`src/rtl/rxif_pkg.sv`:
```
package rxif_pkg;

    localparam int FLAG_N  = 5;
    localparam int STAT_W  = FLAG_N + 1;
    localparam int CTL_W   = 4;
    localparam int LANE_N  = 2;

    localparam int FL_THR  = 0;
    localparam int FL_DRY  = 1;
    localparam int FL_ERR  = 2;
    localparam int FL_BRK  = 3;
    localparam int FL_OVR  = 4;
    localparam int ST_SEQ  = FLAG_N;

    localparam int LN_TX   = 0;
    localparam int LN_RX   = 1;

    typedef struct packed {
        logic re;
        logic te;
        logic reie;
        logic rie;
    } ctl_t;

    typedef struct packed {
        logic rxd;
        logic err;
        logic brk;
    } irq_t;

    function automatic logic any_rx_en(ctl_t c);
        return c.rie | c.reie;
    endfunction

endpackage

```
`src/rtl/rxif_flag_cell.sv`:
```
module rxif_flag_cell (
    input  logic clk,
    input  logic rst,
    input  logic set_i,
    input  logic rd_i,
    input  logic clr_i,
    output logic flag_o
);
    logic flag_q;
    logic arm_q;

    always_ff @(posedge clk) begin
        if (rst) begin
            flag_q <= 1'b0;
            arm_q  <= 1'b0;
        end else begin
            flag_q <= set_i | (flag_q & ~(clr_i & arm_q));
            if (clr_i)
                arm_q <= 1'b0;
            else if (rd_i && flag_q)
                arm_q <= 1'b1;
        end
    end

    assign flag_o = flag_q;


    set_wins_chk: assert property (@(posedge clk) disable iff (rst)
        set_i |=> flag_q);


    unarmed_hold_chk: assert property (@(posedge clk) disable iff (rst)
        (!set_i && !(clr_i && arm_q)) |=> (flag_q || !$past(flag_q)));


    armed_clear_chk: assert property (@(posedge clk) disable iff (rst)
        (clr_i && arm_q && !set_i) |=> !flag_q);


    no_arm_on_zero_chk: assert property (@(posedge clk) disable iff (rst)
        (!flag_q && !arm_q) |=> !arm_q);

endmodule

```
`src/rtl/rxif_seq_guard.sv`:
```
module rxif_seq_guard
    import rxif_pkg::*;
(
    input  logic              clk,
    input  logic              rst,
    input  logic              wr_i,
    input  logic [LANE_N-1:0] old_en_i,
    input  logic [LANE_N-1:0] new_en_i,
    input  logic [LANE_N-1:0] fifo_rst_i,
    output logic              viol_o
);
    logic [LANE_N-1:0] prime_q;
    logic [LANE_N-1:0] rise;
    logic [LANE_N-1:0] bad;
    logic              viol_q;

    for (genvar g = 0; g < LANE_N; g++) begin : g_lane
        assign rise[g] = wr_i & new_en_i[g] & ~old_en_i[g];
        assign bad[g]  = rise[g] & ~(prime_q[g] | fifo_rst_i[g]);

        always_ff @(posedge clk) begin
            if (rst)
                prime_q[g] <= 1'b0;
            else if (rise[g])
                prime_q[g] <= 1'b0;
            else if (fifo_rst_i[g])
                prime_q[g] <= 1'b1;
        end
    end

    always_ff @(posedge clk) begin
        if (rst)
            viol_q <= 1'b0;
        else if (|bad)
            viol_q <= 1'b1;
    end

    assign viol_o = viol_q;


    viol_sticky_chk: assert property (@(posedge clk) disable iff (rst)
        viol_q |=> viol_q);


    clean_rise_chk: assert property (@(posedge clk) disable iff (rst)
        (!viol_q && !wr_i) |=> !viol_q);

endmodule

```
`src/rtl/rxif_irq_gen.sv`:
```
module rxif_irq_gen
    import rxif_pkg::*;
(
    input  logic [FLAG_N-1:0] flags_i,
    input  ctl_t              ctl_i,
    output irq_t              irq_o
);
    logic err_en;

    always_comb begin
        err_en     = any_rx_en(ctl_i);
        irq_o.rxd  = ctl_i.rie & (flags_i[FL_THR] | flags_i[FL_DRY]);
        irq_o.err  = err_en & flags_i[FL_ERR];
        irq_o.brk  = err_en & (flags_i[FL_BRK] | flags_i[FL_OVR]);
    end

endmodule

```
`src/rtl/rxif_ctrl.sv`:
```
module rxif_ctrl
    import rxif_pkg::*;
(
    input  logic              clk,
    input  logic              rst,
    input  logic [FLAG_N-1:0] flag_set,
    input  logic              stat_rd,
    input  logic              stat_wr,
    input  logic [FLAG_N-1:0] stat_wdata,
    output logic [STAT_W-1:0] stat_rdata,
    input  logic              ctl_wr,
    input  logic [CTL_W-1:0]  ctl_wdata,
    input  logic              tx_fifo_rst,
    input  logic              rx_fifo_rst,
    output logic              irq_rxd,
    output logic              irq_err,
    output logic              irq_brk
);
    ctl_t              ctl_q;
    ctl_t              ctl_new;
    logic [FLAG_N-1:0] flags;
    logic [FLAG_N-1:0] clr_req;
    logic              viol;
    irq_t              irq;
    logic [LANE_N-1:0] old_en;
    logic [LANE_N-1:0] new_en;
    logic [LANE_N-1:0] fifo_rst;

    assign ctl_new = ctl_t'(ctl_wdata);
    assign clr_req = {FLAG_N{stat_wr}} & ~stat_wdata;

    always_ff @(posedge clk) begin
        if (rst)
            ctl_q <= '0;
        else if (ctl_wr)
            ctl_q <= ctl_new;
    end

    for (genvar f = 0; f < FLAG_N; f++) begin : g_flag
        rxif_flag_cell u_cell (
            .clk    (clk),
            .rst    (rst),
            .set_i  (flag_set[f]),
            .rd_i   (stat_rd),
            .clr_i  (clr_req[f]),
            .flag_o (flags[f])
        );
    end

    assign old_en[LN_TX]   = ctl_q.te;
    assign old_en[LN_RX]   = ctl_q.re;
    assign new_en[LN_TX]   = ctl_new.te;
    assign new_en[LN_RX]   = ctl_new.re;
    assign fifo_rst[LN_TX] = tx_fifo_rst;
    assign fifo_rst[LN_RX] = rx_fifo_rst;

    rxif_seq_guard u_guard (
        .clk        (clk),
        .rst        (rst),
        .wr_i       (ctl_wr),
        .old_en_i   (old_en),
        .new_en_i   (new_en),
        .fifo_rst_i (fifo_rst),
        .viol_o     (viol)
    );

    rxif_irq_gen u_irq (
        .flags_i (flags),
        .ctl_i   (ctl_q),
        .irq_o   (irq)
    );

    assign stat_rdata = {viol, flags};
    assign irq_rxd    = irq.rxd;
    assign irq_err    = irq.err;
    assign irq_brk    = irq.brk;


    rxd_needs_en_chk: assert property (@(posedge clk) disable iff (rst)
        irq_rxd |-> ctl_q.rie);


    err_withdraw_chk: assert property (@(posedge clk) disable iff (rst)
        (!ctl_q.rie && !ctl_q.reie) |-> (!irq_err && !irq_brk));


    ctl_load_chk: assert property (@(posedge clk) disable iff (rst)
        ctl_wr |=> (ctl_q == $past(ctl_new)));


    reset_quiet_chk: assert property (@(posedge clk)
        rst |=> (stat_rdata == '0 && !irq_rxd && !irq_err && !irq_brk));

endmodule

```
`config.mk`:
```
export PLATFORM = sky130hd
export DESIGN_NAME = rxif_ctrl
export DESIGN_NICKNAME = d
export VERILOG_FILES = /design/src/rtl/rxif_pkg.sv /design/src/rtl/rxif_flag_cell.sv /design/src/rtl/rxif_seq_guard.sv /design/src/rtl/rxif_irq_gen.sv /design/src/rtl/rxif_ctrl.sv
export SDC_FILE = /design/constraint.sdc
export NUM_CORES = 1
export LEC_CHECK = 0
export ABC_CLOCK_PERIOD_IN_PS = 1300
export BUFFER_PORTS_ARGS = -buffer_cell sky130_fd_sc_hd__buf_2
export CORE_ASPECT_RATIO = 1.1
export CORE_UTILIZATION = 48
export CTS_CLUSTER_SIZE = 30
export DETAILED_ROUTE_END_ITERATION = 6
export PLACE_DENSITY = 0.8
export SLEW_MARGIN = 20
export SYNTH_ARGS = -nofsm -noshare
export SYNTH_HDL_FRONTEND = slang
export SYNTH_SLANG_ARGS = --single-unit
```
`constraint.sdc`:
```
create_clock -name clk -period 1.3 [get_ports clk]
set_input_delay 0.065 -clock clk [delete_from_list [all_inputs] [get_ports clk]]
set_output_delay 0.065 -clock clk [all_outputs]
set_load 0.1 [all_outputs]
```
==> results.toml <==
[floorplanning]
io_pins = 30
die_h_um = 42.61
die_area_um2 = 1658
placeableCoreArea_um2 = 1384
die_x_um = 38.92
start_util_pct = 51.99
rows = 14

[sta]
period_needed_ns = 1.186
slew_viol_final = 0
rsz0062_at_grt = "false"
finalSetupTns_ns = 0
period_share_pct = 91.25
hold_violations = 0
final-setup-viol-count = 0
clock.fmax_mhz = 843.0
maxSlewHeadroom_pct = 67.84
finClkSkew_ns = 0.004603
tightest_slew_ns = 0.4857

[drt]
vias = 621
drt_iter0_markers = 7
via_per_inst = 5.132
wl_per_cell_um = 11.27
ant_nets = 0
drtPass1Iterations = 4
drt-total-wl_mm = 1.364
drc = 0

[cts]
clock_sinks = 17
cts_buffer_depth = 2
clk_pin_slew_ns = 0.10
root_buffer = "clkbuf_4"
clk_latency_ns = 0.28
cts_setup_buffers = 0
h-tree-depth = 1
numCtsBuffers = 3
cts_resized = 0
hold_buffers = 4
cts_tree = "yes"

[logic_synthesis]
syn-num-nets = 99
yosysWarnings = 0
ys_top_cells_by_area = "dfxtp_1 (47%), a21oi_1 (7.7%), buf_4 (6.3%), nor3_1 (5.6%), nand3b_1 (5.2%)"
synth_compound_area_share_pct = 14.26
yosysSeqAreaShare_pct = 47.30
synth_top_family_by_area = "simple AND/OR/NAND/NOR gates"
synth_seq_cells = 17
yosys.area_share.simple_pct = 24.35
synth_area_per_cell_um2 = 9.224
synth_xor_area_share_pct = 0
synthMuxAreaShare_pct = 4.174
syn_area_um2 = 719.4
syn_inst = 78
synth_fa_ha_area_share_pct = 0
ys_types = 18
yosysTopAreaCellShare_pct = 47.30
synth.largest_area_cell = "dfxtp_1"

[setup_path]
crit_chain = "buf_2"
cp-end-kind = "primary output"
path_class = "reg2out"
cp_top_family = "buffers and inverters"
start_kind = "register"
critPathSlowestCell = "buf_2"
cp.arrival_ns = 1.12
cpPeakStageDelay_ns = 0.45
path_max_fanout = 4
crit_buf_inv = 1
cp_data_required_time_ns = 1.24

[placement]
portBuffers = 29
dp.cells = 113
gp_congestion = 0.6863
hpwlAfterDp_mm = 1.011

[status]
status = "completed"

[global_route]
antenna_found_initial = 0
overflow = 0
grt_pass1_vias = 552
grt_pass1_wl_mm = 2.180
track_usage_pct = 19.08
grt_max_degree = 19

[power_and_ir_drop]
power.share.switching_pct = 33.57
ir_drop_mv = 0.9291
power.share.clock_pct = 24.1
pwr-share-seq_pct = 49.7
report.power.total_mw = 1.162
p_int_mw = 0.7723
p_per_area_nw_per_um2 = 1257
combPwrFrac_pct = 26.2
leakagePower_nw = 0.4053
p_sw_mw = 0.3902

[min_path]
hp-class = "in2reg"

[final_layout]
fin_util_pct = 66.82
num_antenna_cells = 0
fin_cells = 121
final_nets = 127
syn2layout_area_growth_pct = 28.52
final_layout_size_suffix_gt1_share_pct = 34.29

[run]
maxCapViolations = 0
## power by group through the flow
stage	registers (mW)	logic, mW	clock network, mW
2_1_floorplan	0.584	0.241	0
3_5_place_dp	0.590	0.297	0
5_1_grt	0.583	0.322	0.312
6_report	0.578	0.305	0.280
4_1_cts	0.578	0.307	0.282
3_3_place_gp	0.588	0.293	0
## sequential cells by signal, indices dropped and copies added (netlist names)
register	count
u_guard.prime_q	2
u_guard.viol_o	1
g_flag.u_cell.flag_o	5
ctl_q	4
g_flag.u_cell.arm_q	5
## worst paths after layout
| path | startpoint | end | slack (ns) | cells after the start |
|---|---|---|---|---|
| max | g_flag[4].u_cell.flag_o$_SDFF_PP0_ | stat_rdata[4] | 0.11 | 1 |
| min | flag_set[4] | g_flag[4].u_cell.flag_o$_SDFF_PP0_ | 0.004 | 3 |
| max reg2reg | ctl_q[2]$_SDFFE_PP0P_ | u_guard.viol_o$_SDFFE_PP0P_ | 0.45 | 3 |
| min reg2reg | ctl_q[3]$_SDFFE_PP0P_ | ctl_q[3]$_SDFFE_PP0P_ | 0.48 | 2 |
## kinds of logic after synthesis
| logic type | count (synthesis) |
|---|---|
| buf+inv | 10 |
| simple gates | 32 |
| mux | 3 |
| compound gates | 16 |
| flops | 17 |
## cells in the final DEF, fill, tap and decap left out, drive strengths merged
master,count
nor2b,5
nand2,1
nand2b,1
dlygate4sd3,4
nand3b,5
and3b,1
nor2,11
o22a,1
mux2i,3
a21oi,12
o2bb2ai,1
clkbuf,4
nor3,8
o21a,2
dfxtp,17
buf,29
## metrics by stage
step | cell area, um^2 | worst slack, ns | hold slack [ns]
2_1_floorplan | 719.4 | 0.1272 | 0.1824
3_3_place_gp | 858.3 | 0.4355 | 0.2710
3_5_place_dp | 858.3 | 0.4326 | 0.2791
4_1_cts | 924.6 | 0.1136 | 0.008100
5_1_grt | 924.6 | 0.06790 | 0.009370
6_report | 924.6 | 0.1137 | 0.003688
## cell usage after synthesis (all sizes together)
cell / number
a21oi: 12
buf: 10
nor2: 11
nor3: 8
o21a: 2
nand2b: 1
nand3b: 5
o2bb2ai: 1
o22a: 1
nand2: 1
dfxtp: 17
mux2i: 3
nor2b: 5
and3b: 1
## area by class of cell
type / count / area, um^2
Clock buffer: 4 / 26.28
Fill cell: 122 / 459.2
Multi-Input combinational cell: 51 / 307.8
Sequential cell: 17 / 340.3
Tap cell: 16 / 20.02
Timing Repair Buffer: 33 / 230.2
## layer usage
metal / routed length, um / share of wire [%] / up-vias / track usage, %
li1: - / - / 316 / -
met1: 616 / 45 / 284 / 21.89
met2: 667 / 49 / 19 / 32.00
met3: 70 / 5.1 / 2 / 4.787
met4: 10 / 0.73 / 0 / 8.276
met5: 0 / 0 / - / 0
(Power assumes the default switching activity.)
